`src/rtl/alu8_flags.sv`:
```
module alu8_flags #(
  parameter int W = 8
) (
  input  logic         clk,
  input  logic         rst,
  input  logic [3:0]   op_i,
  input  logic [W-1:0] opa_i,
  input  logic [W-1:0] opb_i,
  input  logic         flag_en_i,
  output logic [W-1:0] res_o,
  output logic         skip_wb_o,
  output logic         zf_o,
  output logic         nf_o,
  output logic         cf_o,
  output logic         vf_o
);

  localparam int MSB = W - 1;
  localparam logic [3:0] OP_ADD = 4'd0;
  localparam logic [3:0] OP_SUB = 4'd1;
  localparam logic [3:0] OP_AND = 4'd2;
  localparam logic [3:0] OP_OR  = 4'd3;
  localparam logic [3:0] OP_XOR = 4'd4;
  localparam logic [3:0] OP_SHL = 4'd5;
  localparam logic [3:0] OP_SHR = 4'd6;
  localparam logic [3:0] OP_MUL = 4'd7;
  localparam logic [3:0] OP_DIV = 4'd8;
  localparam logic [3:0] OP_CMP = 4'd9;

  logic         is_sub;
  logic [W-1:0] b_eff;
  logic [W:0]   sum;
  logic [2*W-1:0] prod;
  logic [W-1:0] quot;
  logic [W:0]   div_part;
  logic [W-1:0] r;
  logic         c, v, legal;

  // One adder serves add, subtract and compare.
  assign is_sub = (op_i == OP_SUB) || (op_i == OP_CMP);
  assign b_eff  = is_sub ? ~opb_i : opb_i;
  assign sum    = {1'b0, opa_i} + {1'b0, b_eff} + {{W{1'b0}}, is_sub};
  assign prod   = {{W{1'b0}}, opa_i} * {{W{1'b0}}, opb_i};

  always_comb begin
    div_part = '0;
    quot     = '0;
    for (int i = MSB; i >= 0; i--) begin
      div_part = {div_part[W-1:0], opa_i[i]};
      if (div_part >= {1'b0, opb_i}) begin
        div_part = div_part - {1'b0, opb_i};
        quot[i]  = 1'b1;
      end
    end
  end

  always_comb begin
    r     = opa_i;
    c     = 1'b0;
    v     = 1'b0;
    legal = 1'b1;
    case (op_i)
      OP_ADD, OP_SUB, OP_CMP: begin
        r = sum[W-1:0];
        c = sum[W];
        v = (opa_i[MSB] ^ sum[MSB]) & (b_eff[MSB] ^ sum[MSB]);
      end
      OP_AND: r = opa_i & opb_i;
      OP_OR:  r = opa_i | opb_i;
      OP_XOR: r = opa_i ^ opb_i;
      OP_SHL: begin
        r = {opa_i[W-2:0], 1'b0};
        c = opa_i[MSB];
      end
      OP_SHR: begin
        r = {1'b0, opa_i[W-1:1]};
        c = opa_i[0];
      end
      OP_MUL: begin
        r = prod[W-1:0];
        c = |prod[2*W-1:W];
      end
      OP_DIV: begin
        if (opb_i == '0) begin
          r = '0;
          c = 1'b1;
          v = 1'b1;
        end else begin
          r = quot;
        end
      end
      default: legal = 1'b0;
    endcase
  end

  assign res_o     = r;
  assign skip_wb_o = (op_i == OP_CMP) || !legal;

  always_ff @(posedge clk) begin
    if (rst) begin
      zf_o <= 1'b0;
      nf_o <= 1'b0;
      cf_o <= 1'b0;
      vf_o <= 1'b0;
    end else if (flag_en_i && legal) begin
      zf_o <= (r == '0);
      nf_o <= r[MSB];
      cf_o <= c;
      vf_o <= v;
    end
  end

  assert_reset_clear_R10: assert property (@(posedge clk)
    rst |=> !zf_o && !nf_o && !cf_o && !vf_o);

  assert_flags_hold_R9: assert property (@(posedge clk) disable iff (rst)
    !flag_en_i |=> $stable({zf_o, nf_o, cf_o, vf_o}));

  assert_bad_code_hold_R11: assert property (@(posedge clk) disable iff (rst)
    (op_i > OP_CMP) |=> $stable({zf_o, nf_o, cf_o, vf_o}));

  assert_logic_clear_R3: assert property (@(posedge clk) disable iff (rst)
    flag_en_i && (op_i == OP_AND || op_i == OP_OR || op_i == OP_XOR) |=> !cf_o && !vf_o);

  assert_div_zero_R6: assert property (@(posedge clk) disable iff (rst)
    flag_en_i && op_i == OP_DIV && opb_i == '0 |=> cf_o && vf_o && zf_o);

  assert_sign_copy_R8: assert property (@(posedge clk) disable iff (rst)
    flag_en_i && op_i <= OP_CMP |=> nf_o == $past(res_o[MSB]));

  assert_sub_carry_R2: assert property (@(posedge clk) disable iff (rst)
    flag_en_i && is_sub |=> cf_o == $past(opa_i >= opb_i));

endmodule

```
`config.mk`:
```
export PLATFORM = sky130hd
export DESIGN_NAME = alu8_flags
export DESIGN_NICKNAME = d
export VERILOG_FILES = /design/src/rtl/alu8_flags.sv
export SDC_FILE = /design/constraint.sdc
export NUM_CORES = 1
export LEC_CHECK = 0
export BUFFER_PORTS_ARGS = -buffer_cell sky130_fd_sc_hd__buf_2
export CAP_MARGIN = 10
export CELL_PAD_IN_SITES_DETAIL_PLACEMENT = 0
export CELL_PAD_IN_SITES_GLOBAL_PLACEMENT = 2
export CORE_AREA = 2 2 128 130
export CTS_BUF_LIST = sky130_fd_sc_hd__clkbuf_16
export DETAILED_ROUTE_END_ITERATION = 10
export DIE_AREA = 0 0 130 132
export PLACE_DENSITY_LB_ADDON = 0.1
export SLEW_MARGIN = 20
export SYNTH_ARGS = -nofsm -noshare
export SYNTH_HDL_FRONTEND = slang
export SYNTH_SLANG_ARGS = --single-unit
export TNS_END_PERCENT = 1
```
`constraint.sdc`:
```
create_clock -name clk -period 43.3 [get_ports clk]
set_input_delay 0 -clock clk [delete_from_list [all_inputs] [get_ports clk]]
set_output_delay 0 -clock clk [all_outputs]
set_load 0.01 [all_outputs]
```
==> results of run 1 <==
final timing paths:
kind / startpoint / endpoint
setup reg to reg: cf_o / cf_o
setup / recovery: opb_i[1] / res_o[0]
hold / removal: rst / nf_o
hold reg to reg: vf_o / vf_o
layout by cell type (no fill, tap or decap), drive strengths merged, types with 23 or more instances in the layout:
cell type    n
xnor2       26
nor2b       23
nor2        93
fa          43
a21oi       54
inv         90
o21ai       47
buf         40
nand2       55
ha         124
cell type report:
type	instances	share of cell area, %
clock buffers	3	1.10
multi-input cells	708	85.2
flip-flops and latches	4	1.18
repair buffers	40	3.12
well taps	216	3.97
inverters	99	5.45
state kept, by name (all words and copies together), names as in the netlist:
name and count:
zf_o 1, vf_o 1, cf_o 1, nf_o 1
power by group through the flow:
stage | Clock, uW | Sequential (uW) | Combinational [uW]
3_5_place_dp | 0 | 4.04 | 222
5_1_grt | 15.0 | 4.00 | 253
2_1_floorplan | 0 | 4.09 | 174
4_1_cts | 14.9 | 3.99 | 224
6_report | 14.7 | 3.98 | 224
3_3_place_gp | 0 | 4.03 | 220
stage by stage:
| step | hold slack, ps | instances | util [%] | instance area, um^2 | total power (uW) |
|---|---|---|---|---|---|
| finish | 17.3 | 1070 | 43.4 | 6810 | 243 |
| CTS | 12.3 | 1070 | 43.4 | 6810 | 243 |
| floorplan | 69.1 | 826 | - | 6330 | 178 |
| global route | 25.9 | 1070 | 43.4 | 6810 | 272 |
| detailed placement | 245 | 1067 | 42.9 | 6740 | 226 |
| global placement | 249 | 1067 | 42.9 | 6740 | 224 |
cell families (layout without fill, tap and decap cells):
family | Yosys count | count (layout) | share of synthesized area, %
adders and majority gates | 167 | 167 | 38.1
muxes | 33 | 33 | 5.89
DFF | 4 | 4 | 1.27
buffers and inverters | 114 | 142 | 7.02
AOI/OAI and AO/OA | 205 | 205 | 21.5
xor gates and xnor gates | 46 | 46 | 6.37
and+or+nand+nor | 257 | 257 | 19.8
per-layer routing:
layer	GRT usage [%]	part of all wire (%)	vias up
met1	35.8	49	2835
met2	38.3	43	158
met4	5.68	2.2	0
met3	3.04	5.3	27
li1	-	-	2969
met5	0	0	-
==> results, run 1 <==
- The worst slack at placement is approximately 27,000 ps.
- The area of the mapped netlist is ~6300 um^2.
- Summing all flip-flop and latch instances after layout gives around 80 um^2.
- The number of nets produced by synthesis is approximately 1,000.
- The count of fill cells added during filler insertion is roughly 1,700.
- The post-layout worst setup margin is approximately 27,000 ps.
- The number of enable flip-flop cells after synthesis is 0.
- From left edge to right edge, the die measures between 100 and 150 um.
- The detail route stage leaves a number of antenna-violating nets equal to 0.
- The final-report max-slew violation count is 0.
- The total number of nets in the final design is between 1,000 and 1,500.
- The most repeated cell in the gate-level netlist after synthesis is sky130_fd_sc_hd__ha_1.
- The die area is 17,200 um^2.
- For this design, the slowest cell found on the critical path is sky130_fd_sc_hd__o41ai_2.
- The power per cell area is about 36 nW/um^2.
- At the later pin of the worst-skew pair, clock insertion delay measures approximately 220 ps.
- The depth of the worst register-to-register path is 3.
- The number of logic stages on the critical path including buffering is 76.
- CTS saw 4 sinks.
- The max-cap violation count is 0.
- The count of yosys warnings during synthesis is 0.
- The library cell used as clock root buffer is sky130_fd_sc_hd__clkbuf_16.
- After technology mapping, the gate count stands at ~830.
- The share of total power dissipated in combinational logic is between 90% and 100%.
- At the pin with the least slew margin, the transition time is 1030 ps.
- The post-route DRC violation count is 0.
- The post-CTS setup buffer count is 0.
- The sequential share of the synthesized area is 1.27%.
- The worst path in the final design needs a cycle of approximately 17,000 ps, including I/O delays and setup.
- In the final layout, the share of cells above drive strength 1 is under 10%.
- TritonCTS built the clock tree.
- The final critical path takes up between 30% and 40% of the cycle.
- The number of global-route vias before repair is roughly 6,000.
- Averaged over all synthesized cells, the footprint is 7.66 um^2.
- The clock-pin slew reported for the worst setup and hold paths after clock tree synthesis is 30 ps.
- Counting flops and latches in the post-synthesis netlist gives 4.
- After synthesis, the largest area contributor takes up about a quarter of total cell area.
- For the worst setup path, the data required time is 43,300 ps.
- STA classifies the critical path startpoint as an input pin.
- The arrival time of data at the critical path endpoint is 16,650 ps.
- sky130_fd_sc_hd__ha_1 takes more of the synthesized area than any other cell.
- The H-tree depth is 1.
- The part of the total power dissipated in the clock network is around 6%.
- On the worst path, the slowest cell contributes a delay of 550 ps.
- The multi-input combinational cells in the finished layout cover a total of just under 6000 um^2.
- In this run switching power makes up between 50% and 60% of total power.
- The number of antenna violations at the first check in global routing is 0.
- In the synthesized netlist, the cells that appear most often are 124 x sky130_fd_sc_hd__ha_1, 93 x sky130_fd_sc_hd__nor2_1, 90 x sky130_fd_sc_hd__inv_1.
- The half-perimeter wire length after placement is around 16,000 um.
- Measured against its own limit, the worst slew margin works out to 30.6%.
- Setup repair after global routing left no endpoint under its margin.
- Setup violations remaining at the end of the flow were counted as 0.
- The first-pass iteration count of the detailed router is 4.
- The startpoint-to-endpoint class of the critical path is in2out.
- The die is between 100 and 150 um tall.
- The sequential fraction of design power is roughly 1.6%.
- The count of vias placed by the detailed router is approximately 6,000.
- Counting distinct cell types in the post-synthesis netlist gives 75.
- The count of buffering cells on the critical path with inverters included is 9.
- The flow ran to the end, and the final reports show no timing, DRC or antenna violations.
- The net load switching power is between 100 and 150 uW.
- The final estimated routing congestion in global placement is roughly 0.9.
- In this run, CTS created clock tree buffers numbering 3.
- The type of the tightest min-delay check is in2reg.
- The final clock skew is 0 ps.
- The number of cells upsized or downsized after cts is 0.
- The cell depth of the worst min-delay path is 2.
- Global routing used about 24% of the available tracks.
- The maximum achievable frequency is 60.0 MHz.
- Yosys attributes the largest share of cell area to sky130_fd_sc_hd__ha_1 25%, sky130_fd_sc_hd__fa_1 14%, sky130_fd_sc_hd__nor2_1 5.5%.
- The first global-routing pass estimated roughly 33,000 um of wire.
- The number of DRC markers in iteration 0 is approximately 360.
- The total count of hold-check failures in the final report is 0.
- Setup slack on the worst reg-to-reg path comes out at between 40,000 and 50,000 ps.
- The standard cell core area is between 15,000 and 20,000 um^2.
- The largest net degree at the start of global routing is 23.
- For this design the top-level I/O count stands at 36.
- The internal power of the cells is 112 uW.
- The layout overhead on the synthesized area is 7.67%.
- The total congestion overflow is 0.
- The most used cell along the critical path is sky130_fd_sc_hd__o21ai_0.
- The clock passes through at most 2 buffers.
- The critical path capture point type is an output pin.
- The maximum vdd ir drop is just under 0.00004 V.
- Adding up every negative setup slack in the final design gives 0 ps.
- The floorplan has 46 rows.
- In this run the worst path has a maximum fanout of 14.
- Summed over all cells, the static leakage comes to 0.00339 uW.
- The antenna diode instance count is 0.
- On the critical path the largest part of the delay comes from compound AO/OA/AOI/OAI gates.
- The overall routed net length is roughly 21,000 um.
- Port buffering added 35 buffers.
- The flip-flop cell with the highest count after synthesis is sky130_fd_sc_hd__dfxtp_1.
- The mean number of vias per cell is ~5.6.
- The effective utilization at floorplan is between 40% and 50%.
- The post-cts hold buffer count is 0.
- The fraction of synthesis flops using an asynchronous set or reset pin is 0%.
- In the final routed layout, each cell accounts on average for between 15 and 20 um.
No activity file was read; power rests on OpenSTA's default activity.
==> run 2, diff against run 1 <==
--- a/config.mk
+++ b/config.mk
@@ -9,10 +9,10 @@
 export CAP_MARGIN = 10
 export CELL_PAD_IN_SITES_DETAIL_PLACEMENT = 0
 export CELL_PAD_IN_SITES_GLOBAL_PLACEMENT = 2
-export CORE_AREA = 2 2 128 130
+export CORE_AREA = 2 2 138 140
 export CTS_BUF_LIST = sky130_fd_sc_hd__clkbuf_16
 export DETAILED_ROUTE_END_ITERATION = 10
-export DIE_AREA = 0 0 130 132
+export DIE_AREA = 0 0 140 142
 export PLACE_DENSITY_LB_ADDON = 0.1
 export SLEW_MARGIN = 20
 export SYNTH_ARGS = -nofsm -noshare
==> constraint.sdc (replaced) <==
create_clock -name clk -period 14.9 [get_ports clk]
set_input_delay 0 -clock clk [delete_from_list [all_inputs] [get_ports clk]]
set_output_delay 0 -clock clk [all_outputs]
set_load 0.01 [all_outputs]
==> results, run 2 (synthesis results as in run 1) <==
- The required time reported for the critical path endpoint is 14,900 ps.
- TritonCTS built the clock tree.
- The antenna diode instance count is 0.
- The minimum clock period after layout is about 14,000 ps.
- Global routing finished with a remaining overflow of 0.
- The count of boundary I/O pins is 36.
- The post-route DRC violation count is 4.
- The worst setup path startpoint is opa_i[7].
- The worst-margin pin slew is 939 ps.
- The effective utilization at floorplan is between 30% and 40%.
- The library cell used most frequently in the layout, excluding fill and tap cells, is sky130_fd_sc_hd__ha_1.
- The depth of the worst register-to-register path is 3.
- The clock-pin slew reported for the worst setup and hold paths after clock tree synthesis is around 30 ps.
- The worst register-to-register path begins at cf_o.
- The maximum vdd ir drop is 0.0000927 V.
- The half-perimeter wire length after placement is between 15,000 and 20,000 um.
- The H-tree depth is 1.
- The worst setup path is captured at an output pin.
- Clock tree synthesis inserted a total of 3 buffers.
- The slowest stage of the critical path belongs to the cell sky130_fd_sc_hd__o41ai_4.
- The core region is 18,500 um^2.
- The total leakage power is approximately 0.0035 uW.
- The headroom to the max-slew limit is 37.4%.
- The power per cell area is roughly 110 nW/um^2.
- The run finished, with violations left.
- Entering global routing, the biggest net connects 23 pins.
- The library cells used most frequently in the layout, excluding fill and tap cells, are 123 x sky130_fd_sc_hd__ha_1, 93 x sky130_fd_sc_hd__nor2_1, 90 x sky130_fd_sc_hd__inv_1.
- Dividing the final minimum period by the clock period gives between 90% and 100%.
- The cell depth of the worst min-delay path is 2.
- Static timing analysis puts the maximum clock frequency at 71.6 MHz.
- The clock latency reported for the late side of the worst-skew pair is about 230 ps.
- The arrival time of data at the critical path endpoint is 13,970 ps.
- The library cell used as clock root buffer is sky130_fd_sc_hd__clkbuf_16.
- The all-layer global routing usage is approximately 22%.
- The quantity of I/O buffers inserted on ports is 35.
- The capture point of the worst reg-to-reg path is cf_o.
- The first-pass iteration count of the detailed router is 8.
- The net count of the finished layout is about 1,100.
- The buffer levels on the longest clock path is 2.
- After routing the design area is 7140 um^2.
- The worst setup path is launched from an input pin.
- On the worst path, the slowest cell contributes a delay of 440 ps.
- The layout overhead on the synthesized area is 12.9%.
- The total count of hold-check failures in the final report is 0.
- The die outline width is ~140 um.
- The routed layout has between 6,000 and 7,000 vias.
- The tool flagged a number of max-cap violations equal to 0.
- The number of antenna violations at the first check in global routing is 1.
- The remaining antenna violation count is 0.
- The die area is approximately 20,000 um^2.
- The startpoint-to-endpoint class of the critical path is in2out.
- The number of DRC markers in iteration 0 is ~330.
- The worst min-delay path endpoint is nf_o.
- The overall routed net length is 22,400 um.
- The tightest min-delay check is of the in2reg type.
- The first global-routing pass estimated between 30,000 and 40,000 um of wire.
- In the routed layout, each cell is associated on average with a via count of about 5.5.
- The final clock skew is 0 ps.
- The worst register-to-register path has a setup slack of about 13,000 ps.
- The maximum fanout count along the critical path is 9.
- The checks that failed: design-rule violations.
- The number of global-route vias before repair is ~6,200.
- The final-report max-slew violation count is 0.
- The die boundary height is about 140 um.
- The final estimated routing congestion in global placement is about 0.88.
- The overall power after layout is ~750 uW.
- The detail-routed net length per standard cell is about 20 um.
- The placed cell area is 6890 um^2.
- Hold repair after CTS inserted 0 buffers.
- In this run the core area contains 50 standard-cell rows.
- The setup violation total in the final timing report is 0.
- The hold path startpoint is rst.
- By instance count, the cell type seen most on the critical path is sky130_fd_sc_hd__ha_1.
- CTS saw 4 sinks.
- The proportion of layout cells with a drive suffix above 1 is ~14%.
==> run 2: timing repair <==
action | 4_1_cts | 5_1_grt
gates resized for setup | 1 | 26
cloned | 0 | 1
setup endpoints to repair | 1 | 2
buffers inserted | 0 | 10
pin swaps | 0 | 7
==> run 2: power by group <==
group,internal [uW],switching [uW]
Combinational,311,387
Sequential,11.3,0.307
Clock,34.4,8.53
==> run 2: layer usage <==
| metal | share of wire, % | up-vias | global-route usage (%) |
|---|---|---|---|
| met2 | 45 | 121 | 37.8 |
| met1 | 50 | 2997 | 32.1 |
| met4 | 1.2 | 0 | 2.87 |
| met5 | 0 | - | 0 |
| li1 | - | 3027 | - |
| met3 | 4.1 | 25 | 2.56 |
==> run 2: through the flow <==
step                hold WS (ps)  setup WS [ps]  setup TNS (ps)  utilization (%)  cells
finish                      31.1            925               0             38.7   1116
global route                41.8          -46.9           -46.9             38.7   1116
CTS                         18.6           10.2               0             37.7   1105
detailed placement           253           45.9               0             37.3   1102
global placement             255            322               0             37.3   1102
floorplan                   69.1           1230               0                -    826
==> run 2: cell type report <==
cell class | count | area [um^2]
fillers | 1979 | 11300
multi-input cells | 709 | 5910
repair buffers | 67 | 415
inverters | 99 | 372
well taps | 234 | 293
flip-flops and latches | 4 | 80.1
clock buffers | 3 | 75.1
==> run 2: critical path: cells and delay by family <==
family,cells,cell delay (ps)
AOI/OAI and AO/OA,30,5530
and+or+nand+nor,19,3350
adders and majority gates,9,2450
muxes,5,1600
buffers and inverters,9,1060
==> run 2: how the worst max path moves through the flow <==
stage / end / cells after the start
6_report: res_o[0] / 72
5_1_grt: res_o[0] / 79
4_1_cts: res_o[0] / 76
3_5_place_dp: zf_o / 75
3_3_place_gp: zf_o / 73
2_1_floorplan: zf_o / 78
==> run 3, diff against run 2 <==
--- a/config.mk
+++ b/config.mk
@@ -9,10 +9,10 @@
 export CAP_MARGIN = 10
 export CELL_PAD_IN_SITES_DETAIL_PLACEMENT = 0
 export CELL_PAD_IN_SITES_GLOBAL_PLACEMENT = 2
-export CORE_AREA = 2 2 138 140
+export CORE_AREA = 2 2 128 130
 export CTS_BUF_LIST = sky130_fd_sc_hd__clkbuf_16
 export DETAILED_ROUTE_END_ITERATION = 10
-export DIE_AREA = 0 0 140 142
+export DIE_AREA = 0 0 130 132
 export PLACE_DENSITY_LB_ADDON = 0.1
 export SLEW_MARGIN = 20
 export SYNTH_ARGS = -nofsm -noshare
==> constraint.sdc (replaced) <==
create_clock -name clk -period 18.1 [get_ports clk]
set_input_delay 0 -clock clk [delete_from_list [all_inputs] [get_ports clk]]
set_output_delay 0 -clock clk [all_outputs]
set_load 0.01 [all_outputs]
==> results, run 3 (synthesis results as in run 1) <==
- The flow ran to the end, and the final reports show no timing, DRC or antenna violations.
- The origin of the critical flop-to-flop path is cf_o.
- The overall routed net length is roughly 21,000 um.
- The detail-routed net length per standard cell is 19.6 um.
- TritonCTS created 3 clock buffers.
- Summing all multi-input logic gate instances after layout gives 5800 um^2.
- The net load switching power is ~310 uW.
- The required time reported for the critical path endpoint is 18,100 ps.
- After routing, the total negative slack on setup checks comes to 0 ps.
- The sequential fraction of design power is 1.6%.
- The minimum clock period after layout is around 17,000 ps.
- After detailed routing, the number of remaining DRC violations is 0.
- The layout has 1,667 filler cells.
- IR analysis of the VDD net gives a maximum drop of 0.0000880 V.
- At the end of routability-driven placement, the weighted congestion stood at between 0.9 and 1.
- The arrival time of data at the critical path endpoint is approximately 17,000 ps.
- For this run the aggregate overflow at the end of global routing stands at 0.
- In this run the tightest slew margin relative to its limit is 21.6%.
- Leaving out fill and tap cells, the most frequent cell in the layout is sky130_fd_sc_hd__ha_1.
- The capture point of the worst reg-to-reg path is cf_o.
- Setup violations remaining at the end of the flow were counted as 0.
- Leaving out fill and tap cells, the most frequent cells in the layout are 124 x sky130_fd_sc_hd__ha_1, 93 x sky130_fd_sc_hd__nor2_1, 89 x sky130_fd_sc_hd__inv_1.
- The number of antenna violations at the first check in global routing was 1.
- The clock net in this run drives a total of 4 sinks.
- The type of the tightest min-delay check is in2reg.
- In the final design database the tool counted between 1,000 and 1,500 nets.
- The worst slack on hold paths is approximately 13 ps.
- The TritonCTS clock tree is yes.
- The critical-path cell with the highest stage delay is sky130_fd_sc_hd__nor4_1.
- The mean number of vias per cell is between 5 and 6.
- The total leakage power is ~0.0034 uW.
- The number of DRC markers in iteration 0 is between 500 and 600.
- The part of the total power dissipated in the clock network is 6.0%.
- The power per cell area is ~85 nW/um^2.
- Of all nets on the critical path, the largest fanout is 10.
- The count of vias placed by the detailed router is 6,081.
- The final-report max-slew violation count was 0.
- The startpoint-to-endpoint class of the critical path is in2out.
- The post-route netlist has around a tenth of its cells at a drive strength greater than 1.
- At the later pin of the worst-skew pair, clock insertion delay measures between 200 and 250 ps.
- In the final layout, flip-flops and latches occupy approximately 80 um^2.
- Setup slack on the worst reg-to-reg path comes out at about 16,000 ps.
- STA classifies the critical path endpoint as an output pin.
- The layout overhead on the synthesized area is 8.25%.
- The die covers roughly 17,000 um^2.
- The count of boundary I/O pins is 36.
- The clock-pin slew reported for the worst setup and hold paths after clock tree synthesis is 30 ps.
- In this run the most critical hold path is launched from rst.
- Of the total power, the share spent switching nets is a little over half.
- For hold timing, the worst endpoint is vf_o.
- Static timing analysis puts the maximum clock frequency at between 60 and 70 MHz.
- The number of global-route vias before repair is 6,184.
- Max-cap violations in this run came to 0.
- Global routing consumed, over all layers together, between 20 and 25% of the routing resources.
- The delay of the slowest critical-path stage is ~1000 ps.
- The quantity of I/O buffers inserted on ports is 35.
- For the pin with the worst max-slew slack, the measured transition is 1160 ps.
- The detail route stage leaves a number of antenna-violating nets equal to 0.
- The half-perimeter wire length after placement is 16,600 um.
- The final clock skew is 0 ps.
- The worst path uses approximately nine tenths of the clock period.
- The tree is rooted in a sky130_fd_sc_hd__clkbuf_16.
- The H-tree depth is 1.
- The standard cell core area is 15,700 um^2.
- Counting cells, the worst reg-to-reg path comes to 3.
- The die is around 130 um tall.
- For this configuration, the core starts out at a cell density of 40.3%.
- The share of power burned in combinational logic is between 90% and 100%.
- The total count of hold-check failures in the final report is 0.
- The floorplan step set the die width to roughly 130 um.
- Counting instances, the worst hold path has a depth of 2.
- Entering global routing, the biggest net connects 23 pins.
- The clock passes through at most 2 buffers.
- The first global-routing pass estimated approximately 33,000 um of wire.
- The internal power of the cells totals around 270 uW.
- By instance count, the cell type seen most on the critical path is sky130_fd_sc_hd__o21ai_0.
- The launching element type of the critical path is an input pin.
- Setup repair after global routing left no endpoint under its margin.
- The first-pass iteration count of the detailed router is 5.
- The total number of placement rows is 46.
run 3: cell types whose count changed in the layout (fill, tap and decap cells not counted), moves of 4 or more:
cell,before,now
sky130_fd_sc_hd__a21oi_1,50,54
sky130_fd_sc_hd__a21oi_2,4,0
sky130_fd_sc_hd__o21ai_1,7,2
sky130_fd_sc_hd__o21ai_0,38,44
sky130_fd_sc_hd__buf_4,32,9
run 3: metrics by stage:
stage | area [um^2] | cells | utilization (%) | total power [uW] | setup WS [ps]
final | 6850 | 1075 | 43.6 | 582 | 1500
after global routing | 6850 | 1074 | 43.6 | 652 | 97.3
after CTS | 6810 | 1070 | 43.4 | 580 | 1390
after detailed placement | 6740 | 1067 | 42.9 | 540 | 1390
after global placement | 6740 | 1067 | 42.9 | 537 | 2000
after floorplan | 6330 | 826 | - | 425 | 4430
run 3: layout make-up:
type / count / share of cell area, %
Sequential cell: 4 / 1.17
Clock buffer: 3 / 1.10
Tap cell: 216 / 3.95
Timing Repair Buffer: 44 / 3.54
Inverter: 99 / 5.48
Antenna cell: 1 / 0.0365
Multi-Input combinational cell: 708 / 84.7
run 3: power by group through the flow:
stage	Clock (uW)	Combinational [uW]	Sequential, uW
after detailed placement	0	530	9.66
after global routing	35.5	607	9.57
after floorplan	0	415	9.78
after CTS	35.3	536	9.54
after global placement	0	527	9.64
final	34.8	537	9.52
run 3: critical path, delay by kind of cell:
| kind | cells | cell delay (ps) |
|---|---|---|
| AOI/OAI and AO/OA | 37 | 8090 |
| and+or+nand+nor | 21 | 4260 |
| adders and majority gates | 8 | 2300 |
| buffers and inverters | 8 | 1090 |
| muxes | 2 | 840 |
run 3: how the worst max path moves through the flow:
stage | slack [ps] | cells past startpoint | start | to
after floorplan | 4430 | 78 | opa_i[7] | zf_o
after global placement | 2000 | 75 | opb_i[1] | zf_o
after detailed placement | 1390 | 77 | opb_i[1] | zf_o
after CTS | 1390 | 78 | opb_i[1] | res_o[0]
after global routing | 100 | 78 | opb_i[1] | res_o[0]
final | 1500 | 76 | opa_i[7] | res_o[0]
run 3: routing by layer:
layer	up-vias	wire (um)	global-route usage, %
li1	2979	-	-
met2	193	9070	38.2
met1	2873	10100	36.4
met4	0	519	6.39
met5	-	0	0
met3	36	1310	2.96
run 3: timing repair:
item / in CTS / in global routing
gates resized for setup: 0 / 3
endpoints found under the setup margin: 0 / 2
hold buffers: 0 / 0
buffers inserted: 0 / 4
